`config.mk`:
```
export PLATFORM = sky130hd
export DESIGN_NAME = ddr_rd_seq
export DESIGN_NICKNAME = d
export VERILOG_FILES = /design/src/rtl/ddr_rd_pkg.sv /design/src/rtl/rd_gap.sv /design/src/rtl/rd_slot.sv /design/src/rtl/rd_frame.sv /design/src/rtl/ddr_rd_seq.sv
export SDC_FILE = /design/constraint.sdc
export NUM_CORES = 1
export LEC_CHECK = 0
export ABC_AREA = 1
export CAP_MARGIN = 10
export CELL_PAD_IN_SITES_DETAIL_PLACEMENT = 0
export CELL_PAD_IN_SITES_GLOBAL_PLACEMENT = 1
export CORE_MARGIN = 1
export CORE_UTILIZATION = 45
export DETAILED_ROUTE_END_ITERATION = 6
export PLACE_DENSITY = 0.83
export SKIP_LAST_GASP = 1
export SLEW_MARGIN = 20
export SYNTH_ARGS = -nofsm -noshare
export SYNTH_HDL_FRONTEND = slang
export SYNTH_SLANG_ARGS = --single-unit
```
`constraint.sdc`:
```
create_clock -name clk -period 4.26 [get_ports clk]
set_input_delay 0.639 -clock clk [delete_from_list [all_inputs] [get_ports clk]]
set_output_delay 0.639 -clock clk [all_outputs]
set_load 0.1 [all_outputs]
```
`src/rtl/ddr_rd_pkg.sv`:
```
package ddr_rd_pkg;
  localparam int BANK_W = 3;
  localparam int COL_W  = 10;
  localparam int LAT_W  = 4;
  localparam int TAG_W  = 3;
  localparam logic [TAG_W-1:0] BEAT_TAG = 3'b101;
  localparam int WORD_W = TAG_W + BANK_W + COL_W;

  typedef logic [BANK_W-1:0] bank_t;
  typedef logic [COL_W-1:0]  col_t;
  typedef logic [WORD_W-1:0] word_t;
  typedef logic [LAT_W-1:0]  lat_t;

  // column of beat idx: wraps inside the aligned group of eight
  function automatic col_t beat_col(col_t c, logic [2:0] idx);
    logic [2:0] lo;
    lo = c[2:0] + idx;
    return {c[COL_W-1:3], lo};
  endfunction

  function automatic word_t beat_word(bank_t b, col_t c, logic [2:0] idx);
    return {BEAT_TAG, b, beat_col(c, idx)};
  endfunction

  // data clocks per burst: two beats per clock
  function automatic logic [2:0] burst_clks(logic chop);
    return chop ? 3'd2 : 3'd4;
  endfunction

  function automatic logic [LAT_W:0] read_lat(lat_t al, lat_t cl);
    return {1'b0, al} + {1'b0, cl};
  endfunction
endpackage

```
`src/rtl/rd_gap.sv`:
```
module rd_gap #(
  parameter int TCCD = 4
) (
  input  logic clk,
  input  logic rst_n,
  input  logic cmd_rd,
  output logic accept,
  output logic err
);
  localparam int CW = $clog2(TCCD + 1);
  localparam logic [CW-1:0] FULL = CW'(TCCD);

  logic [CW-1:0] since;

  assign accept = cmd_rd && (since == FULL);

  always_ff @(posedge clk or negedge rst_n) begin
    if (!rst_n) begin
      since <= FULL;
      err   <= 1'b0;
    end else begin
      err <= cmd_rd && !accept;
      if (accept)
        since <= CW'(1);
      else if (since != FULL)
        since <= since + CW'(1);
    end
  end
endmodule

```
`src/rtl/rd_slot.sv`:
```
module rd_slot
  import ddr_rd_pkg::*;
#(
  parameter int TW = 8
) (
  input  logic          clk,
  input  logic          rst_n,
  input  logic          load,
  input  logic [TW-1:0] ld_start,
  input  bank_t         ld_bank,
  input  col_t          ld_col,
  input  logic          ld_ap,
  input  logic          ld_chop,
  input  logic [TW-1:0] nxt,
  output logic          busy,
  output logic          act,
  output logic          last,
  output logic          pend1,
  output logic          done_ap,
  output bank_t         bank,
  output word_t         rise_w,
  output word_t         fall_w
);
  logic          vld;
  logic [TW-1:0] start;
  col_t          col_q;
  logic          ap_q;
  logic          chop_q;
  logic [TW-1:0] behind;
  logic [TW-1:0] ahead;
  logic [TW-1:0] len;
  logic          done;

  always_comb begin
    behind  = nxt - start;
    ahead   = start - nxt;
    len     = TW'(burst_clks(chop_q));
    act     = vld && (behind < len);
    last    = act && (behind == len - TW'(1));
    done    = vld && (behind == len);
    pend1   = vld && (ahead == TW'(1));
    done_ap = done && ap_q;
    busy    = vld;
    rise_w  = act ? beat_word(bank, col_q, {behind[1:0], 1'b0}) : '0;
    fall_w  = act ? beat_word(bank, col_q, {behind[1:0], 1'b1}) : '0;
  end

  always_ff @(posedge clk or negedge rst_n) begin
    if (!rst_n) begin
      vld    <= 1'b0;
      start  <= '0;
      bank   <= '0;
      col_q  <= '0;
      ap_q   <= 1'b0;
      chop_q <= 1'b0;
    end else if (load) begin
      vld    <= 1'b1;
      start  <= ld_start;
      bank   <= ld_bank;
      col_q  <= ld_col;
      ap_q   <= ld_ap;
      chop_q <= ld_chop;
    end else if (done) begin
      vld <= 1'b0;
    end
  end
endmodule

```
`src/rtl/rd_frame.sv`:
```
module rd_frame
  import ddr_rd_pkg::*;
(
  input  logic  clk,
  input  logic  rst_n,
  input  logic  act_any,
  input  logic  last_any,
  input  logic  pend_any,
  input  logic  dap_any,
  input  bank_t dap_bank,
  input  word_t rise_or,
  input  word_t fall_or,
  output word_t dq_rise,
  output word_t dq_fall,
  output logic  dq_oe,
  output logic  dqs_oe,
  output logic  dqs_pre,
  output logic  dqs_post,
  output logic  pre_req,
  output bank_t pre_bank
);
  logic pre_nxt;
  assign pre_nxt = pend_any && !act_any;

  always_ff @(posedge clk or negedge rst_n) begin
    if (!rst_n) begin
      dq_rise  <= '0;
      dq_fall  <= '0;
      dq_oe    <= 1'b0;
      dqs_oe   <= 1'b0;
      dqs_pre  <= 1'b0;
      dqs_post <= 1'b0;
      pre_req  <= 1'b0;
      pre_bank <= '0;
    end else begin
      dq_rise  <= rise_or;
      dq_fall  <= fall_or;
      dq_oe    <= act_any;
      dqs_oe   <= act_any || pre_nxt;
      dqs_pre  <= pre_nxt;
      dqs_post <= last_any && !pend_any;
      pre_req  <= dap_any;
      pre_bank <= dap_bank;
    end
  end
endmodule

```
`src/rtl/ddr_rd_seq.sv`:
```
module ddr_rd_seq
  import ddr_rd_pkg::*;
#(
  parameter int CL_MAX = 11,
  parameter int TCCD   = 4,
  parameter int TW     = 8
) (
  input  logic                 clk,
  input  logic                 rst_n,
  input  logic                 cmd_rd,
  input  logic [BANK_W-1:0]    cmd_bank,
  input  logic [COL_W-1:0]     cmd_col,
  input  logic                 cmd_ap,
  input  logic                 cmd_chop,
  input  logic [LAT_W-1:0]     cfg_cl,
  input  logic [LAT_W-1:0]     cfg_al,
  output logic [WORD_W-1:0]    dq_rise,
  output logic [WORD_W-1:0]    dq_fall,
  output logic                 dq_oe,
  output logic                 dqs_oe,
  output logic                 dqs_pre,
  output logic                 dqs_post,
  output logic                 spacing_err,
  output logic                 pre_req,
  output logic [BANK_W-1:0]    pre_bank
);
  localparam int RL_MAX = 2 * CL_MAX - 1;
  localparam int LIFE   = RL_MAX + 4 + 1;
  localparam int NSLOT  = (LIFE + TCCD - 1) / TCCD;
  localparam int PW     = (NSLOT > 1) ? $clog2(NSLOT) : 1;

  logic          accept;
  logic [TW-1:0] now;
  logic [TW-1:0] nxt;
  logic [TW-1:0] ld_start;
  logic [PW-1:0] wr_ptr;

  logic [NSLOT-1:0] act_vec, last_vec, pend_vec, dap_vec, busy_vec;
  bank_t slot_bank [NSLOT];
  word_t slot_rise [NSLOT];
  word_t slot_fall [NSLOT];

  logic  act_any, last_any, pend_any, dap_any;
  bank_t dap_bank;
  word_t rise_or, fall_or;
  logic  load_clash;

  rd_gap #(.TCCD(TCCD)) u_gap (
    .clk(clk), .rst_n(rst_n), .cmd_rd(cmd_rd),
    .accept(accept), .err(spacing_err)
  );

  assign nxt      = now + TW'(1);
  assign ld_start = now + TW'(read_lat(cfg_al, cfg_cl));

  always_ff @(posedge clk or negedge rst_n) begin
    if (!rst_n) begin
      now    <= '0;
      wr_ptr <= '0;
    end else begin
      now <= nxt;
      if (accept)
        wr_ptr <= (wr_ptr == PW'(NSLOT - 1)) ? '0 : wr_ptr + PW'(1);
    end
  end

  for (genvar s = 0; s < NSLOT; s++) begin : g_slot
    rd_slot #(.TW(TW)) u_slot (
      .clk(clk), .rst_n(rst_n),
      .load(accept && (wr_ptr == PW'(s))),
      .ld_start(ld_start), .ld_bank(cmd_bank), .ld_col(cmd_col),
      .ld_ap(cmd_ap), .ld_chop(cmd_chop), .nxt(nxt),
      .busy(busy_vec[s]), .act(act_vec[s]), .last(last_vec[s]),
      .pend1(pend_vec[s]), .done_ap(dap_vec[s]), .bank(slot_bank[s]),
      .rise_w(slot_rise[s]), .fall_w(slot_fall[s])
    );
  end

  always_comb begin
    rise_or  = '0;
    fall_or  = '0;
    dap_bank = '0;
    for (int s = 0; s < NSLOT; s++) begin
      rise_or  = rise_or | slot_rise[s];
      fall_or  = fall_or | slot_fall[s];
      dap_bank = dap_bank | (dap_vec[s] ? slot_bank[s] : '0);
    end
    act_any    = |act_vec;
    last_any   = |last_vec;
    pend_any   = |pend_vec;
    dap_any    = |dap_vec;
    load_clash = accept && busy_vec[wr_ptr];
  end

  rd_frame u_frame (
    .clk(clk), .rst_n(rst_n),
    .act_any(act_any), .last_any(last_any), .pend_any(pend_any),
    .dap_any(dap_any), .dap_bank(dap_bank),
    .rise_or(rise_or), .fall_or(fall_or),
    .dq_rise(dq_rise), .dq_fall(dq_fall), .dq_oe(dq_oe), .dqs_oe(dqs_oe),
    .dqs_pre(dqs_pre), .dqs_post(dqs_post),
    .pre_req(pre_req), .pre_bank(pre_bank)
  );
endmodule

```
Word level (Yosys, flattened, before mapping)
Index checks and enable logic that the tools add are counted.

Bits in writable memories: 0. Register bits: 223. Bits in latches: 0. Memories kept: 0. Bits in read-only memories: 0.

Shift operators: 0. Multiply operators: 0. Divide/modulo/power cells: 0. Multiplexer cells: 45. Add/sub/neg operators: 40. Reductions and logical operators: 63. Eq/ne operators: 29. $lt $le $gt $ge: 7. Bitwise logic cells: 18.

Operators with widths (number): 16-bit 2-to-1 mux (14); 16-bit OR (12); 8-bit subtractor (14); 8-bit by 1-bit equality test with 1-bit output, second input constant (7); 8-bit by 3-bit equality test with 1-bit output (7); 8-bit equality test (7); 8-bit by 3-bit less-than comparator with 1-bit output (7); 3-bit 2-to-1 mux (17); 1-bit logical AND (46); 3-bit adder (14); 7-bit OR reduction (4); 3-bit by 1-bit subtractor with 4-bit output, second input constant (7); 3-bit OR (6); 2-bit nonzero test (8); 1-bit 2-to-1 mux (14); 3-bit equality test, second input constant (4); 8-bit by 1-bit adder with 8-bit output, second input constant (1); 8-bit by 5-bit adder with 8-bit output (1); 3-bit by 1-bit adder with 3-bit output, second input constant (2); 3-bit by 2-bit equality test with 1-bit output, second input constant (2); 4-bit by 4-bit adder with 5-bit output (1); 3-bit by 1-bit equality test with 1-bit output, second input constant (1); 1-bit logical NOT (3); 3-bit logical NOT (1); 2 further kinds (2).

Depth between registers and ports, before layout
Word-level depth: 12. Gate-level depth with buffers: 22.

Modules after synthesis
A second synthesis with hierarchy kept.

Cells, all modules: 2215. Area, all modules: 16752.3 µm².

By module, submodules not included: rd_slot at g_slot[0].u_slot ... (cells an instance 271, seq. area each 600.6 µm², times used 5, area an instance 1983.2 µm²); rd_slot at g_slot[5].u_slot (cells an instance 280, seq. area each 600.6 µm², times used 1, area an instance 2087.0 µm²); rd_slot at g_slot[1].u_slot (cells an instance 273, seq. area each 600.6 µm², times used 1, area an instance 2052.0 µm²); ddr_rd_seq (cells an instance 236, seq. area each 275.3 µm², times used 1, area an instance 1468.9 µm²); rd_frame (cells an instance 46, seq. area each 1001.0 µm², times used 1, area an instance 1026.0 µm²); rd_gap (cells an instance 25, seq. area each 101.3 µm², times used 1, area an instance 202.7 µm²).

Worst setup path after synthesis
Ideal clock, no wire load.

Kind: register to register. From: register now[0]. To: register u_frame.dqs_pre. Cell stages (with the launch flop): 14. Setup time: 0.120 ns. Setup slack: 0.800 ns. Arrival: 3.340 ns. Data required time: 4.140 ns. Clock period less this slack: 3.460 ns. Cells stage by stage: dfrtp_1 ha_1 inv_1 fa_1 xnor2_1 ha_1 inv_1 o21ai_0 nor2_1 nand3_2 nand2_1 nor2_1 nand2_1 nor2_2.

Cells in the longest elaborated chain, start to end: 7. Elaborated cells between the ends (all ways): 47. Classes of those cells: 15 x add/sub; 7 x order compare; 7 x eq/ne; 18 x reduce/logical.

Ends and longest elaborated chain: start: declaration (RTL line ddr_rd_seq.sv:33) `logic [TW-1:0] now;`; start signal: assignment (RTL line ddr_rd_seq.sv:61) `now <= nxt;`; 8-bit by 1-bit adder with 8-bit output (*) (RTL line ddr_rd_seq.sv:53) `assign nxt = now + TW'(1);`; via g_slot[0].u_slot.nxt[1] (RTL line rd_slot.sv:14) `input logic [TW-1:0] nxt,`; 8-bit subtractor (RTL line rd_slot.sv:35) `behind = nxt - start;`; 8-bit by 3-bit less-than comparator with 1-bit output (RTL line rd_slot.sv:38) `act = vld && (behind < len);`; 1-bit logical AND (RTL line rd_slot.sv:38); 7-bit OR reduction (RTL line ddr_rd_seq.sv:88) `act_any = |act_vec;`; 1-bit logical NOT (RTL line rd_frame.sv:23) `assign pre_nxt = pend_any && !act_any;`; 1-bit logical AND (*) (RTL line rd_frame.sv:23); via u_frame.pre_nxt (RTL line rd_frame.sv:22) `logic pre_nxt;`; end signal: assignment (RTL line rd_frame.sv:40) `dqs_pre <= pre_nxt;`; end: declaration (RTL line rd_frame.sv:17) `output logic dqs_pre,`.

Mark *: on every way through the listed nets, which the timed path passes. The rest lies on a longest branch. A chain may end at the register's enable or synchronous reset.

Worst setup path after layout
From: register now[0]. To: register u_frame.dqs_post.

Cells in the longest elaborated chain, start to end: 7. Elaborated cells between the ends (all ways): 61. Classes of those cells: 15 x add/sub; 7 x order compare; 14 x eq/ne; 25 x reduce/logical.

Ends and longest elaborated chain: 8-bit by 1-bit adder with 8-bit output (*) (RTL line ddr_rd_seq.sv:53); via g_slot[0].u_slot.nxt[6] (RTL line rd_slot.sv:14); 8-bit subtractor (on tied branches) (RTL line rd_slot.sv:35, rd_slot.sv:36); 8-bit by 3-bit less-than comparator with 1-bit output / 8-bit by 1-bit equality test with 1-bit output (equally long branches) (RTL line rd_slot.sv:38, rd_slot.sv:41); 1-bit logical AND (on tied branches) (RTL line rd_slot.sv:38, rd_slot.sv:41); 1-bit logical AND / 7-bit OR reduction (equally long branches) (RTL line rd_slot.sv:39, ddr_rd_seq.sv:90); 7-bit OR reduction / 1-bit logical NOT (equally long branches) (RTL line ddr_rd_seq.sv:89, rd_frame.sv:41); 1-bit logical AND (*) (RTL line rd_frame.sv:41) `dqs_post <= last_any && !pend_any;`; end signal: assignment (RTL line rd_frame.sv:41); end: declaration (RTL line rd_frame.sv:18) `output logic dqs_post,`.

Marked as above.

==> run summary <==
IR analysis of the VDD net gives a maximum drop of 0.0004657 V. The count of nets left with antenna violations once routing finished came out at 0. Summed over all layers, the routed wires come to 48,620 um. The logs give 25 for the number of buffers added by the clock tree synthesis step and 2,329 for the post-layout net count.

By area the synthesized netlist is led by dfrtp_1 (34%), nand2_1 (14%), ha_1 (10%). Routability-driven placement finished with a final weighted congestion of 0.9353. Global routing consumed, on the met2 layer, 47.84% of the routing resources. Synthesis instantiated 44 different standard cells from the library.

Average via count per standard cell: 5.260. Based on the critical path, the design can be clocked at up to 259.3 MHz. The flow ran to the end, and the final reports show no timing, DRC or antenna violations. In this run the tool buffered the top-level ports with 64 buffer cells. The logs give 0.55 ns for the clock insertion delay at the later pin of the skew report and 13,240 for the number of global-route vias before repair.

Clock-pin slew was measured on the worst setup and hold paths at 0.06 ns. At the pin with the least slew margin, the transition time is 1.000 ns. The path class of the tightest hold or removal check is in -> async. Post-CTS repair changed the size of 0 cells. Setup slack on the worst reg-to-reg path comes out at 0.40 ns.

The tools report the startpoint of the most critical register-to-register path as now[0]$_DFF_PN0_. Tracing the worst setup path back leads to its startpoint at now[0]$_DFF_PN0_. The area added between synthesis and finish was 12.69%; the average wire length per cell after detail routing was 18.59 um. The initial utilization of the core area, before any placement, comes to 45.62%. Leaving out filler cells and counting taps, the final layout contains 2,615. The tools report the final-report max-slew violation count as 0. The tools report the end of the critical path as u_frame.dqs_post$_DFF_PN0_. The largest net degree at the start of global routing was 102; the final critical-path share of the clock period was 90.52%.

In this run the static leakage power is 9.068 nW. The number of optimization iterations in the first detailed-route pass came out at 5. The tools report the kind of end point of the critical path as a register. For this run, global-route usage on met3 was measured as 3.466%. The top cell type by total area after synthesis was dfrtp_1. Worst slew margin relative to its limit: 33.10%. For the worst setup path, the data required time is 4.69 ns. In this run the biggest area consumer among cell types represents 33.95% of the synthesized area. Counting every instance in the synthesized netlist gives 2,090.

Setup repair after global routing left no endpoint under its margin. met2 is the most crowded layer. The critical path in this run is classified as reg -> reg. Power spread over the standard cell area amounts to 713.7 nW/um2.

The post-synthesis sequential area ratio came out at 34.12%. The logs give 0.01143 ns for the worst setup skew after layout and 0 for the count of endpoints failing setup in the final report. The die outline area came out at 34,650 um2. For the number of sinks handled by clock tree synthesis, the log shows 208. The core footprint came out at 33,450 um2. For this run, global-route usage on met1 was measured as 40.13%. The horizontal extent of the die works out to 186.1 um. Along the worst path, the maximum fanout reaches 8. The tool flagged a number of max-cap violations equal to 0.

No sink is reached through more buffers than the 3 on the longest clock path. The global-route usage over all layers was 29.12%; the critical path data arrival time was 4.29 ns. The mapped netlist covers 15,260 um2. The mean instance size in the synthesized netlist works out to 7.301 um2. For this run the aggregate overflow at the end of global routing stands at 0.

The initial antenna violation count came out at 0. After clock tree synthesis, the setup repair step added 0 buffers. For the hold violation total from the final report, the log shows 0. The first global-routing pass estimated 75,790 um of wire. The repair_antennas step left the layout with diodes totalling 0. After legalization and detailed placement, the total HPWL measured 36,310 um.

The share of cells above drive strength 1 was 6.276%; the flip-flop and latch count after synthesis was 208. The capture instance of the worst register-to-register path is u_frame.dqs_post$_DFF_PN0_. After routing, the total negative slack on setup checks comes to 0 ns.

The routed layout has 13,760 vias. Counting tap cells, the placed design contains a total of 2,570 instances. The tools report the total placed instance area as 16,370 um2. For this block, the initial DRC count from the detailed router was 1,015. The run gives 0 as the remaining design rule violation count.

The buffer cell driving the clock tree root was clkbuf_16. The depth of the worst register-to-register path came out at 18. During synthesis, Yosys emitted a total of 0 warnings. During I/O placement, the number of pins put on the boundary was 67.

The H-tree depth reported by CTS is 1, and the time the final worst path needs with I/O delays and setup is 3.856 ns. Overall die height: 186.1 um. For this design, the CTS-stage hold fixing added 0 buffers. The floorplan has 67 rows. TritonCTS built the clock tree. The run gives 17,200 um2 as the final design instance area without fill.

The critical path launch point type was a register.
## layout by cell type, fill, tap and decap left out, types with 4 or more instances in the layout
master | Yosys | routed
nand3_1 | 149 | 149
a21oi_1 | 63 | 63
clkbuf_1 | 33 | 6
nor3_1 | 15 | 14
ha_1 | 128 | 128
dfrtp_1 | 207 | 207
inv_2 | 8 | 8
o21ai_2 | 4 | 4
clkdlybuf4s50_1 | 0 | 63
nand2_1 | 587 | 587
o22ai_1 | 6 | 6
nand2_4 | 5 | 5
or2_2 | 6 | 6
o21ai_0 | 198 | 198
xor2_1 | 44 | 44
clkbuf_16 | 0 | 25
nand3_2 | 8 | 8
nor4_1 | 6 | 6
fa_1 | 26 | 26
nor2_4 | 6 | 6
o21ai_1 | 5 | 5
nand4_1 | 34 | 34
nand3b_1 | 9 | 9
inv_1 | 303 | 303
nor2_1 | 142 | 141
buf_4 | 17 | 31
clkbuf_8 | 0 | 10
nand2_2 | 17 | 17
nor2_2 | 3 | 4
xnor2_1 | 21 | 21
o211ai_1 | 8 | 8
## Yosys cell counts (all sizes together)
| cell | number |
|---|---|
| o22ai | 6 |
| nor4 | 6 |
| conb | 1 |
| a211oi | 1 |
| nand3b | 9 |
| nor2 | 151 |
| a21oi | 63 |
| clkbuf | 33 |
| o21ai | 207 |
| nor3 | 15 |
| nand2b | 1 |
| dfstp | 1 |
| buf | 33 |
| a21o | 2 |
| ha | 128 |
| nand2 | 609 |
| or2 | 6 |
| and2 | 1 |
| xor2 | 44 |
| nand4 | 34 |
| nand3 | 158 |
| clkinv | 3 |
| xnor2 | 21 |
| o31ai | 1 |
| inv | 311 |
| dfrtp | 207 |
| o211ai | 8 |
| fa | 26 |
| nor2b | 2 |
| o21bai | 1 |
| and3 | 1 |
## final cells by class
cell class / count / area (um2)
Fill cell: 3319 / 16250
Multi-Input combinational cell: 1503 / 8508
Sequential cell: 208 / 5206
Inverter: 314 / 1179
Timing Repair Buffer: 97 / 918.4
Clock buffer: 41 / 785.8
Tap cell: 448 / 560.5
Clock inverter: 4 / 38.79
## metal layers
layer | wire length (um) | vias to the layer above
li1 | - | 6723
met1 | 22150 | 6532
met2 | 22140 | 421
met3 | 2770 | 80
met4 | 1561 | 0
met5 | 0 | -
## metrics by stage
stage	power [mW]	setup slack [ns]	utilization (%)	hold WS, ns
after floorplan	8.247	0.7995	-	0.3434
after global placement	9.932	0.5345	48.95	0.4672
after detailed placement	10.03	0.5170	48.95	0.4729
after CTS	12.25	0.4963	51.41	0.1767
after global routing	13.26	0.2158	51.41	0.2008
final	12.27	0.4037	51.41	0.1145
## flip-flops by register name, indices dropped and copies added, names as in the netlist, 3 cells and up
signal and cells:
u_frame.dq_fall 14, g_slot.u_slot.start 56, g_slot.u_slot.busy 7, g_slot.u_slot.chop_q 7, g_slot.u_slot.bank 21, wr_ptr 3
u_gap.since 3, g_slot.u_slot.col_q 70, u_frame.pre_bank 3, now 8, g_slot.u_slot.ap_q 7, u_frame.dq_rise 3
## worst min-delay path by stage
stage	cells after the start	to	start	slack [ns]
CTS	1	u_gap.err$_DFF_PN0_	rst_n	0.18
global placement	2	g_slot[2].u_slot.col_q[6]$_DFFE_PN0P_	g_slot[2].u_slot.col_q[6]$_DFFE_PN0P_	0.47
detailed placement	2	g_slot[4].u_slot.col_q[6]$_DFFE_PN0P_	g_slot[4].u_slot.col_q[6]$_DFFE_PN0P_	0.47
global route	1	u_gap.err$_DFF_PN0_	rst_n	0.20
finish	1	u_gap.err$_DFF_PN0_	rst_n	0.11
floorplan	0	g_slot[0].u_slot.ap_q$_DFFE_PN0P_	rst_n	0.34
## cells by family after synthesis
family	count (synthesis)	share of synthesized area [%]
other	1	0.02457
buffers and inverters	380	10.20
adder cells (fa/ha/maj)	154	13.91
flip-flops	208	34.12
XOR/XNOR	65	3.731
AO/OA/AOI/OAI	289	9.839
AND/OR/NAND/NOR	993	28.18
## power breakdown
group          switching (mW)  internal, mW
logic                    4.55          2.20
clock network           0.895          1.26
registers               0.595          2.77
total                    6.04          6.23
## critical path, stage by stage (launching register included)
cell and delay, ns:
dfrtp_1 0.42, buf_4 0.18, ha_1 0.15, nand3_1 0.10, nand3b_1 0.19, xor2_1 0.16
inv_1 0.48, ha_1 0.42, nand2_1 0.15, inv_1 0.05, nand2_1 0.06, nand2_1 0.04
a21oi_1 0.25, nand3_2 0.11, nand2_2 0.11, nand3b_1 0.25, nor2_1 0.21, nor2_1 0.10
a21oi_1 0.29
(Power assumes the default switching activity.)
